[src/rtl/hsync_pkg.sv]
package hsync_pkg;
  typedef enum logic {
    ST_SEARCH = 1'b0,
    ST_LOCKED = 1'b1
  } sync_st_e;

  // a sync header is meaningful only when its two bits differ
  function automatic logic hdr_ok(input logic [1:0] h);
    return h[1] ^ h[0];
  endfunction
endpackage

[src/rtl/hsync_rst_sync.sv]
module hsync_rst_sync #(
  parameter int STAGES = 2
) (
  input  logic clk,
  input  logic arst_n,
  output logic rst_n_sync
);
  logic [STAGES-1:0] chain_q;

  always_ff @(posedge clk or negedge arst_n) begin
    if (!arst_n) chain_q <= '0;
    else         chain_q <= {chain_q[STAGES-2:0], 1'b1};
  end

  assign rst_n_sync = chain_q[STAGES-1];
endmodule

[src/rtl/hsync_acq.sv]
module hsync_acq #(
  parameter int LOCK_CNT = 64
) (
  input  logic clk,
  input  logic rst_n,
  input  logic en,
  input  logic ok,
  input  logic restart,
  output logic done
);
  localparam int W = (LOCK_CNT > 2) ? $clog2(LOCK_CNT) : 1;
  localparam logic [W-1:0] LAST = W'(LOCK_CNT - 1);

  logic [W-1:0] cnt_q, cnt_d;
  logic         cnt_en;

  always_comb begin
    cnt_d = cnt_q;
    done  = 1'b0;
    if (restart) begin
      cnt_d = '0;
    end else if (en) begin
      if (!ok) begin
        cnt_d = '0;
      end else if (cnt_q == LAST) begin
        done  = 1'b1;
        cnt_d = '0;
      end else begin
        cnt_d = cnt_q + 1'b1;
      end
    end
  end

  assign cnt_en = restart | en;

  always_ff @(posedge clk or negedge rst_n) begin
    if (!rst_n)      cnt_q <= '0;
    else if (cnt_en) cnt_q <= cnt_d;
  end

  // a bad header during search leaves the run empty
  p_bad_restarts_r3: assert property (@(posedge clk) disable iff (!rst_n)
    (en && !ok) |=> (cnt_q == '0));
endmodule

[src/rtl/hsync_mon.sv]
module hsync_mon #(
  parameter int WIN_LEN   = 64,
  parameter int ERR_LIMIT = 16
) (
  input  logic clk,
  input  logic rst_n,
  input  logic en,
  input  logic bad,
  input  logic clr,
  output logic loss
);
  localparam int WW = (WIN_LEN > 2) ? $clog2(WIN_LEN) : 1;
  localparam int EW = (ERR_LIMIT > 2) ? $clog2(ERR_LIMIT) : 1;
  localparam logic [WW-1:0] WLAST = WW'(WIN_LEN - 1);
  localparam logic [EW-1:0] ELAST = EW'(ERR_LIMIT - 1);

  logic [WW-1:0] win_q, win_d;
  logic [EW-1:0] bad_q, bad_d;
  logic          upd;

  always_comb begin
    win_d = win_q;
    bad_d = bad_q;
    loss  = 1'b0;
    if (clr) begin
      win_d = '0;
      bad_d = '0;
    end else if (en) begin
      if (bad && (bad_q == ELAST)) begin
        loss  = 1'b1;
        win_d = '0;
        bad_d = '0;
      end else if (win_q == WLAST) begin
        win_d = '0;
        bad_d = '0;
      end else begin
        win_d = win_q + 1'b1;
        bad_d = bad_q + EW'(bad);
      end
    end
  end

  assign upd = clr | en;

  always_ff @(posedge clk or negedge rst_n) begin
    if (!rst_n) begin
      win_q <= '0;
      bad_q <= '0;
    end else if (upd) begin
      win_q <= win_d;
      bad_q <= bad_d;
    end
  end

  // a loss event leaves both counters empty for the next search
  p_loss_clears_r4: assert property (@(posedge clk) disable iff (!rst_n)
    loss |=> (bad_q == '0 && win_q == '0));

  // a window-closing header restarts the error count
  p_window_reset_r5: assert property (@(posedge clk) disable iff (!rst_n)
    (en && !clr && win_q == WLAST) |=> (bad_q == '0));
endmodule

[src/rtl/hsync_stretch.sv]
module hsync_stretch #(
  parameter int STRETCH = 3
) (
  input  logic clk,
  input  logic rst_n,
  input  logic load,
  input  logic clr,
  output logic busy
);
  localparam int TW = $clog2(STRETCH + 1);
  localparam logic [TW-1:0] TLOAD = TW'(STRETCH);

  logic [TW-1:0] tmr_q, tmr_d;
  logic          tmr_en;

  always_comb begin
    tmr_d = tmr_q;
    if (clr)                tmr_d = '0;
    else if (load)          tmr_d = TLOAD;
    else if (tmr_q != '0)   tmr_d = tmr_q - 1'b1;
  end

  assign tmr_en = clr | load | (tmr_q != '0);

  always_ff @(posedge clk or negedge rst_n) begin
    if (!rst_n)      tmr_q <= '0;
    else if (tmr_en) tmr_q <= tmr_d;
  end

  assign busy = (tmr_q != '0);

  // once running and not reloaded, the timer steps down by one
  p_steady_count_r6: assert property (@(posedge clk) disable iff (!rst_n)
    (busy && !load && !clr) |=> (tmr_q == $past(tmr_q) - 1'b1));

  // a load always yields a busy flag on the next cycle
  p_load_busy_r6: assert property (@(posedge clk) disable iff (!rst_n)
    (load && !clr) |=> busy);
endmodule

[src/rtl/hdr_block_sync.sv]
module hdr_block_sync #(
  parameter int LOCK_CNT  = 64,
  parameter int WIN_LEN   = 64,
  parameter int ERR_LIMIT = 16,
  parameter int STRETCH   = 3
) (
  input  logic       clk,
  input  logic       arst_n,
  input  logic       hdr_vld,
  input  logic [1:0] hdr,
  input  logic       man_slip,
  output logic       blk_lock,
  output logic       hdr_err,
  output logic       slip_req
);
  import hsync_pkg::*;

  logic     rst_n;
  sync_st_e st_q, st_d;
  logic     slip_q, slip_d;
  logic     man_q;
  logic     man_rise;
  logic     good;
  logic     searching;
  logic     acq_done;
  logic     loss;
  logic     err_load;
  logic     err_busy;

  hsync_rst_sync #(.STAGES(2)) u_rst (
    .clk       (clk),
    .arst_n    (arst_n),
    .rst_n_sync(rst_n)
  );

  assign good      = hdr_ok(hdr);
  assign searching = (st_q == ST_SEARCH);
  assign man_rise  = man_slip & ~man_q;

  hsync_acq #(.LOCK_CNT(LOCK_CNT)) u_acq (
    .clk    (clk),
    .rst_n  (rst_n),
    .en     (searching & hdr_vld),
    .ok     (good),
    .restart(man_rise),
    .done   (acq_done)
  );

  hsync_mon #(.WIN_LEN(WIN_LEN), .ERR_LIMIT(ERR_LIMIT)) u_mon (
    .clk  (clk),
    .rst_n(rst_n),
    .en   (~searching & hdr_vld),
    .bad  (~good),
    .clr  (searching),
    .loss (loss)
  );

  assign err_load = ~searching & hdr_vld & ~good & ~loss;

  hsync_stretch #(.STRETCH(STRETCH)) u_str (
    .clk  (clk),
    .rst_n(rst_n),
    .load (err_load),
    .clr  (loss),
    .busy (err_busy)
  );

  always_comb begin
    st_d = st_q;
    case (st_q)
      ST_SEARCH: if (acq_done) st_d = ST_LOCKED;
      ST_LOCKED: if (loss)     st_d = ST_SEARCH;
      default:                 st_d = ST_SEARCH;
    endcase
  end

  assign slip_d = (searching & hdr_vld & ~good) | loss | man_rise;

  always_ff @(posedge clk or negedge rst_n) begin
    if (!rst_n) begin
      st_q   <= ST_SEARCH;
      slip_q <= 1'b0;
      man_q  <= 1'b0;
    end else begin
      st_q   <= st_d;
      slip_q <= slip_d;
      man_q  <= man_slip;
    end
  end

  assign blk_lock = (st_q == ST_LOCKED);
  assign hdr_err  = err_busy;
  assign slip_req = slip_q;

  // lock can only appear right after a present, well-formed header
  p_lock_after_good_r2: assert property (@(posedge clk) disable iff (!rst_n)
    $rose(blk_lock) |-> ($past(hdr_vld) && hdr_ok($past(hdr))));

  // a bad header while searching is always answered by a slip
  p_search_bad_slip_r3: assert property (@(posedge clk) disable iff (!rst_n)
    (!blk_lock && hdr_vld && !hdr_ok(hdr)) |=> slip_req);

  // losing lock always comes with a slip request
  p_loss_slips_r4: assert property (@(posedge clk) disable iff (!rst_n)
    $fell(blk_lock) |-> slip_req);

  // no error flag without lock
  p_err_needs_lock_r7: assert property (@(posedge clk) disable iff (!rst_n)
    hdr_err |-> blk_lock);

  // a manual rising edge yields a slip on the next cycle
  p_man_slip_r8: assert property (@(posedge clk) disable iff (!rst_n)
    $rose(man_slip) |=> slip_req);

  // without a header strobe the lock state cannot move
  p_idle_hold_r9: assert property (@(posedge clk) disable iff (!rst_n)
    !hdr_vld |=> $stable(blk_lock));
endmodule

[config.mk]
export PLATFORM = sky130hd
export DESIGN_NAME = hdr_block_sync
export DESIGN_NICKNAME = d
export VERILOG_FILES = /design/src/rtl/hsync_pkg.sv /design/src/rtl/hsync_rst_sync.sv /design/src/rtl/hsync_acq.sv /design/src/rtl/hsync_mon.sv /design/src/rtl/hsync_stretch.sv /design/src/rtl/hdr_block_sync.sv
export SDC_FILE = /design/constraint.sdc
export NUM_CORES = 1
export LEC_CHECK = 0
export BUFFER_PORTS_ARGS = -buffer_cell sky130_fd_sc_hd__buf_2
export CAP_MARGIN = 20
export CORE_MARGIN = 4
export CORE_UTILIZATION = 64
export CTS_BUF_LIST = sky130_fd_sc_hd__clkbuf_8
export DETAILED_ROUTE_END_ITERATION = 8
export GPL_TIMING_DRIVEN = 0
export PLACE_DENSITY = 0.84
export SYNTH_ARGS = -nofsm -noshare
export SYNTH_HDL_FRONTEND = slang
export SYNTH_HIERARCHICAL = 1
export SYNTH_SLANG_ARGS = --single-unit
[constraint.sdc]
create_clock -name clk -period 2.1 [get_ports clk]
set_clock_uncertainty 0.15 [all_clocks]
set_input_delay 0.525 -clock clk [delete_from_list [all_inputs] [get_ports clk]]
set_output_delay 0.525 -clock clk [all_outputs]
set_load 0.01 [all_outputs]
==> results by group <==
Outcome
  – Outcome: finished clean

Clock tree
  – Max Root-Sink Buffers: 2
  – Total number of H-tree levels: 1
  – Clock latency of the later-clocked register in the worst-skew pair: 0.26 ns
  – Post-CTS Setup Repair Bufs: 0
  – Clock net sink count: 23
  – Total CTS buffers: 3
  – CTS tree: yes
  – Clock-pin slew on the worst setup and hold paths: approximately 0.08 ns
  – CTS root buffer: sky130_fd_sc_hd__clkbuf_8

Global routing
  – First-pass GRT wire length: 4.41 mm
  – GRT Util Overall: 0.215
  – Via count of the first global-routing pass: between 1000 and 1500
  – Overflow after GRT: 0
  – Maximum number of pins on one net before global-route repair: 22
  – Initial antenna violation count: 0

STA
  – Actual transition at the worst max-transition pin: slightly above 0.8 ns
  – Setup slack of the critical path after layout: 0.220 ns
  – RSZ-0062 raised after global routing: false
  – Final min period: approximately 1.9 ns
  – Timing-limited maximum frequency: 532 MHz
  – Pins over their slew limit: 0
  – Hold violation total from the final report: 0
  – Period utilisation layout: 0.895
  – Worst slack on hold paths: 0.197 ns
  – Worst-case headroom to the max-slew limit: 0.450
  – Setup violation total in the final timing report: 0

Power and ir drop
  – Worst-case vdd ir drop: approximately 720 µV
  – Cell area power density: 1060 nW/µm²
  – Leak Pwr: around 0.7 nW

Placement
  – Count of port buffers added during placement: 8
  – Cell count after placement: 169
  – Estimated wirelength of the detail-placed design: about 1.7 mm
  – RD Place Congestion: approximately 0.78
  – Pre-CTS setup slack: -0.180 ns

Finish
  – Diode count: 0
  – Net total in the final layout: ~160
  – Share of final-layout standard cells stronger than drive strength 1: 0.197
  – Footprint of the multi-input gates: 704 µm²
  – Area occupied by registers: 576 µm²
  – Fin util: 0.745
  – Number of non-filler instances in the completed layout: between 150 and 200
  – Layout-stage area growth over the synthesis result: 11.0%
  – Fill cell instance count of the final layout: 150

Floorplan
  – Initial standard-cell utilization of the core: 0.671
  – Chip Width: 53.4 µm
  – Number of placed I/O pins: 9
  – Area of the core: between 1500 and 2000 µm²
  – Vertical extent of the die: roughly 53 µm
  – # rows: 16
  – Die Outline Area: 2850 µm²

Synth
  – Most used DFF post-synth: sky130_fd_sc_hd__dfrtp_1
  – Synthesized netlist net count: around 150
  – Mean post-synth cell area: a little under 10 µm²
  – Sequential cell area fraction in the yosys report: 0.437
  – Gate count after technology mapping: 134
  – Number of enable-type register cells in the synthesized netlist: 0
  – Syn Std Cell Area: ~1300 µm²
  – Top post-synthesis cells by area: sky130_fd_sc_hd__dfrtp_1 (44%), sky130_fd_sc_hd__nand3_1 (5.3%), sky130_fd_sc_hd__nand2b_1 (5.2%), sky130_fd_sc_hd__ha_1 (4.8%), sky130_fd_sc_hd__a21oi_1 (2.7%)
  – Total of warnings raised by yosys: 6
  – Count of cell types in the netlist: 46
  – Cell type contributing the most total cell area after synthesis: sky130_fd_sc_hd__dfrtp_1
  – Area share of the largest cell type after synthesis: 0.437
  – Synth Register Bits: 23
  – Synth async-reset ratio: 1.00

Detailed routing
  – Initial drt markers: 50
  – Count of nets left with antenna violations after detail routing: 0
  – Post-Route WL: ~2.5 mm
  – WL per Instance: about 14 µm
  – Drt pass-1 iters: 4
  – Total via count in the routed design: between 1000 and 1500
  – DRC: 0
  – Average via count per standard cell: about 6

Worst setup path
  – Startpoint of the worst-slack reg-to-reg timing path: blk_lock$_DFF_PN0_
  – Critical path origin: hdr[0]
  – Setup CP Type: input pin to flip-flop
  – Crit path max fanout: 7
  – Required time of the worst setup path: about 2.2 ns
  – WP data arrival: just under 2 ns
  – Element type at the critical path start: input pin
  – Element type at the critical path end: flip-flop

Flow run
  – Max-cap violation count: 0

Worst hold path
  – Worst min-delay path category: flip-flop to async pin
## area by class of cell
cell class / count / area share
repair buffers: 9 / 0.0342
plain buffers: 4 / 0.0180
clock inverters: 1 / 0.00257
well taps: 27 / 0.0231
flip-flops and latches: 23 / 0.394
clock buffers: 3 / 0.0283
inverters: 7 / 0.0180
multi-input cells: 100 / 0.482
## cell usage after synthesis (2+ instances only)
cell	count
sky130_fd_sc_hd__a21oi_1	7
sky130_fd_sc_hd__nor2_1	7
sky130_fd_sc_hd__nand3b_1	2
sky130_fd_sc_hd__and3b_1	2
sky130_fd_sc_hd__inv_1	5
sky130_fd_sc_hd__inv_2	2
sky130_fd_sc_hd__nand2b_1	11
sky130_fd_sc_hd__a21o_1	2
sky130_fd_sc_hd__dfrtp_1	23
sky130_fd_sc_hd__o21ai_0	4
sky130_fd_sc_hd__nor3_1	2
sky130_fd_sc_hd__o211ai_2	2
sky130_fd_sc_hd__nand3_1	14
sky130_fd_sc_hd__nor4_1	2
sky130_fd_sc_hd__ha_1	5
sky130_fd_sc_hd__and3_1	3
sky130_fd_sc_hd__a31oi_1	5
sky130_fd_sc_hd__buf_2	2
sky130_fd_sc_hd__nor2b_1	3
sky130_fd_sc_hd__nor3b_1	2
sky130_fd_sc_hd__and2_1	2
sky130_fd_sc_hd__nand2_1	3
## flip-flops by register name, summed over array words and instances (netlist names)
name	count
blk_lock	1
man_q	1
slip_req	1
u_acq/cnt_q	6
u_mon/bad_q	4
u_mon/win_q	6
u_rst/chain_q	2
u_str/tmr_q	2
## cell families after synthesis
logic type	Yosys count	share of synthesized area
other	1	0.00285
adders and majority gates	5	0.0475
AOI/OAI and AO/OA	29	0.163
xor gates and xnor gates	3	0.0257
muxes	1	0.00760
DFF	23	0.437
and+or+nand+nor	61	0.276
buffers and inverters	11	0.0399
## critical path, cell delays in order
cell and delay [ns]:
sky130_fd_sc_hd__buf_2 0.13, sky130_fd_sc_hd__xor2_4 0.26, sky130_fd_sc_hd__inv_2 0.12, sky130_fd_sc_hd__and2_2 0.20, sky130_fd_sc_hd__and3_1 0.23, sky130_fd_sc_hd__nor3b_1 0.29, sky130_fd_sc_hd__o21ba_2 0.18
## final timing paths
| check | cells after the start | slack [ns] | end |
|---|---|---|---|
| worst max-delay path | 7 | 0.22 | u_str/tmr_q[1]$_DFFE_PN0P_ |
| min in group clk | 0 | 0.21 | u_rst/chain_q[1]$_DFF_PN0_ |
| worst max register to register | 6 | 0.24 | u_str/tmr_q[1]$_DFFE_PN0P_ |
| worst min-delay path | 0 | 0.20 | u_mon/bad_q[3]$_DFFE_PN0P_ |
| max in group asynchronous | 0 | 1.09 | u_acq/cnt_q[5]$_DFFE_PN0P_ |
| worst min register to register | 0 | 0.20 | u_mon/bad_q[3]$_DFFE_PN0P_ |
## stage by stage
step / power (mW) / instance area [µm²] / TNS [ns]
after floorplan: 1.14 / 1320 / 0
after global placement: 1.24 / 1390 / -0.227
after detailed placement: 1.28 / 1390 / -0.522
after CTS: 1.55 / 1450 / 0
after global routing: 1.69 / 1460 / 0
final: 1.55 / 1460 / 0
## where the power goes
group / total, mW / internal (mW) / leakage, nW / switching (mW)
Combinational: 0.578 / 0.275 / 0.397 / 0.302
Clock: 0.265 / 0.130 / 0.0269 / 0.135
Sequential: 0.711 / 0.580 / 0.283 / 0.131
Total: 1.55 / 0.985 / 0.707 / 0.569
## per-layer routing
metal | GRT usage | part of all wire | vias to the layer above
met5 | 0 | 0 | -
met4 | 0.0979 | 0.014 | 0
met3 | 0.0310 | 0.059 | 8
met2 | 0.386 | 0.50 | 37
met1 | 0.246 | 0.43 | 495
li1 | - | - | 508
## cell usage in the layout (no fill, tap or decap), types with 2 or more instances in the layout
| cell | instances |
|---|---|
| sky130_fd_sc_hd__nor2_1 | 7 |
| sky130_fd_sc_hd__o211ai_2 | 2 |
| sky130_fd_sc_hd__dfrtp_1 | 23 |
| sky130_fd_sc_hd__nor3_1 | 2 |
| sky130_fd_sc_hd__nand3_1 | 14 |
| sky130_fd_sc_hd__and3b_1 | 2 |
| sky130_fd_sc_hd__nor2b_2 | 3 |
| sky130_fd_sc_hd__o21ai_0 | 4 |
| sky130_fd_sc_hd__buf_2 | 10 |
| sky130_fd_sc_hd__inv_1 | 6 |
| sky130_fd_sc_hd__clkbuf_8 | 3 |
| sky130_fd_sc_hd__nor4_1 | 2 |
| sky130_fd_sc_hd__nor3b_1 | 2 |
| sky130_fd_sc_hd__nand2_1 | 3 |
| sky130_fd_sc_hd__nand2b_1 | 11 |
| sky130_fd_sc_hd__and3_1 | 3 |
| sky130_fd_sc_hd__ha_1 | 5 |
| sky130_fd_sc_hd__a31oi_1 | 5 |
| sky130_fd_sc_hd__and2_1 | 2 |
| sky130_fd_sc_hd__nand3b_1 | 2 |
| sky130_fd_sc_hd__a21oi_1 | 7 |
| sky130_fd_sc_hd__inv_2 | 2 |
| sky130_fd_sc_hd__a21o_1 | 2 |
## repair_timing
item,in CTS,in global routing
gates resized for setup,0,3
hold buffers,1,0
endpoints found under the hold margin,2,0
endpoints found under the setup margin,0,3
(Power assumes the default switching activity.)
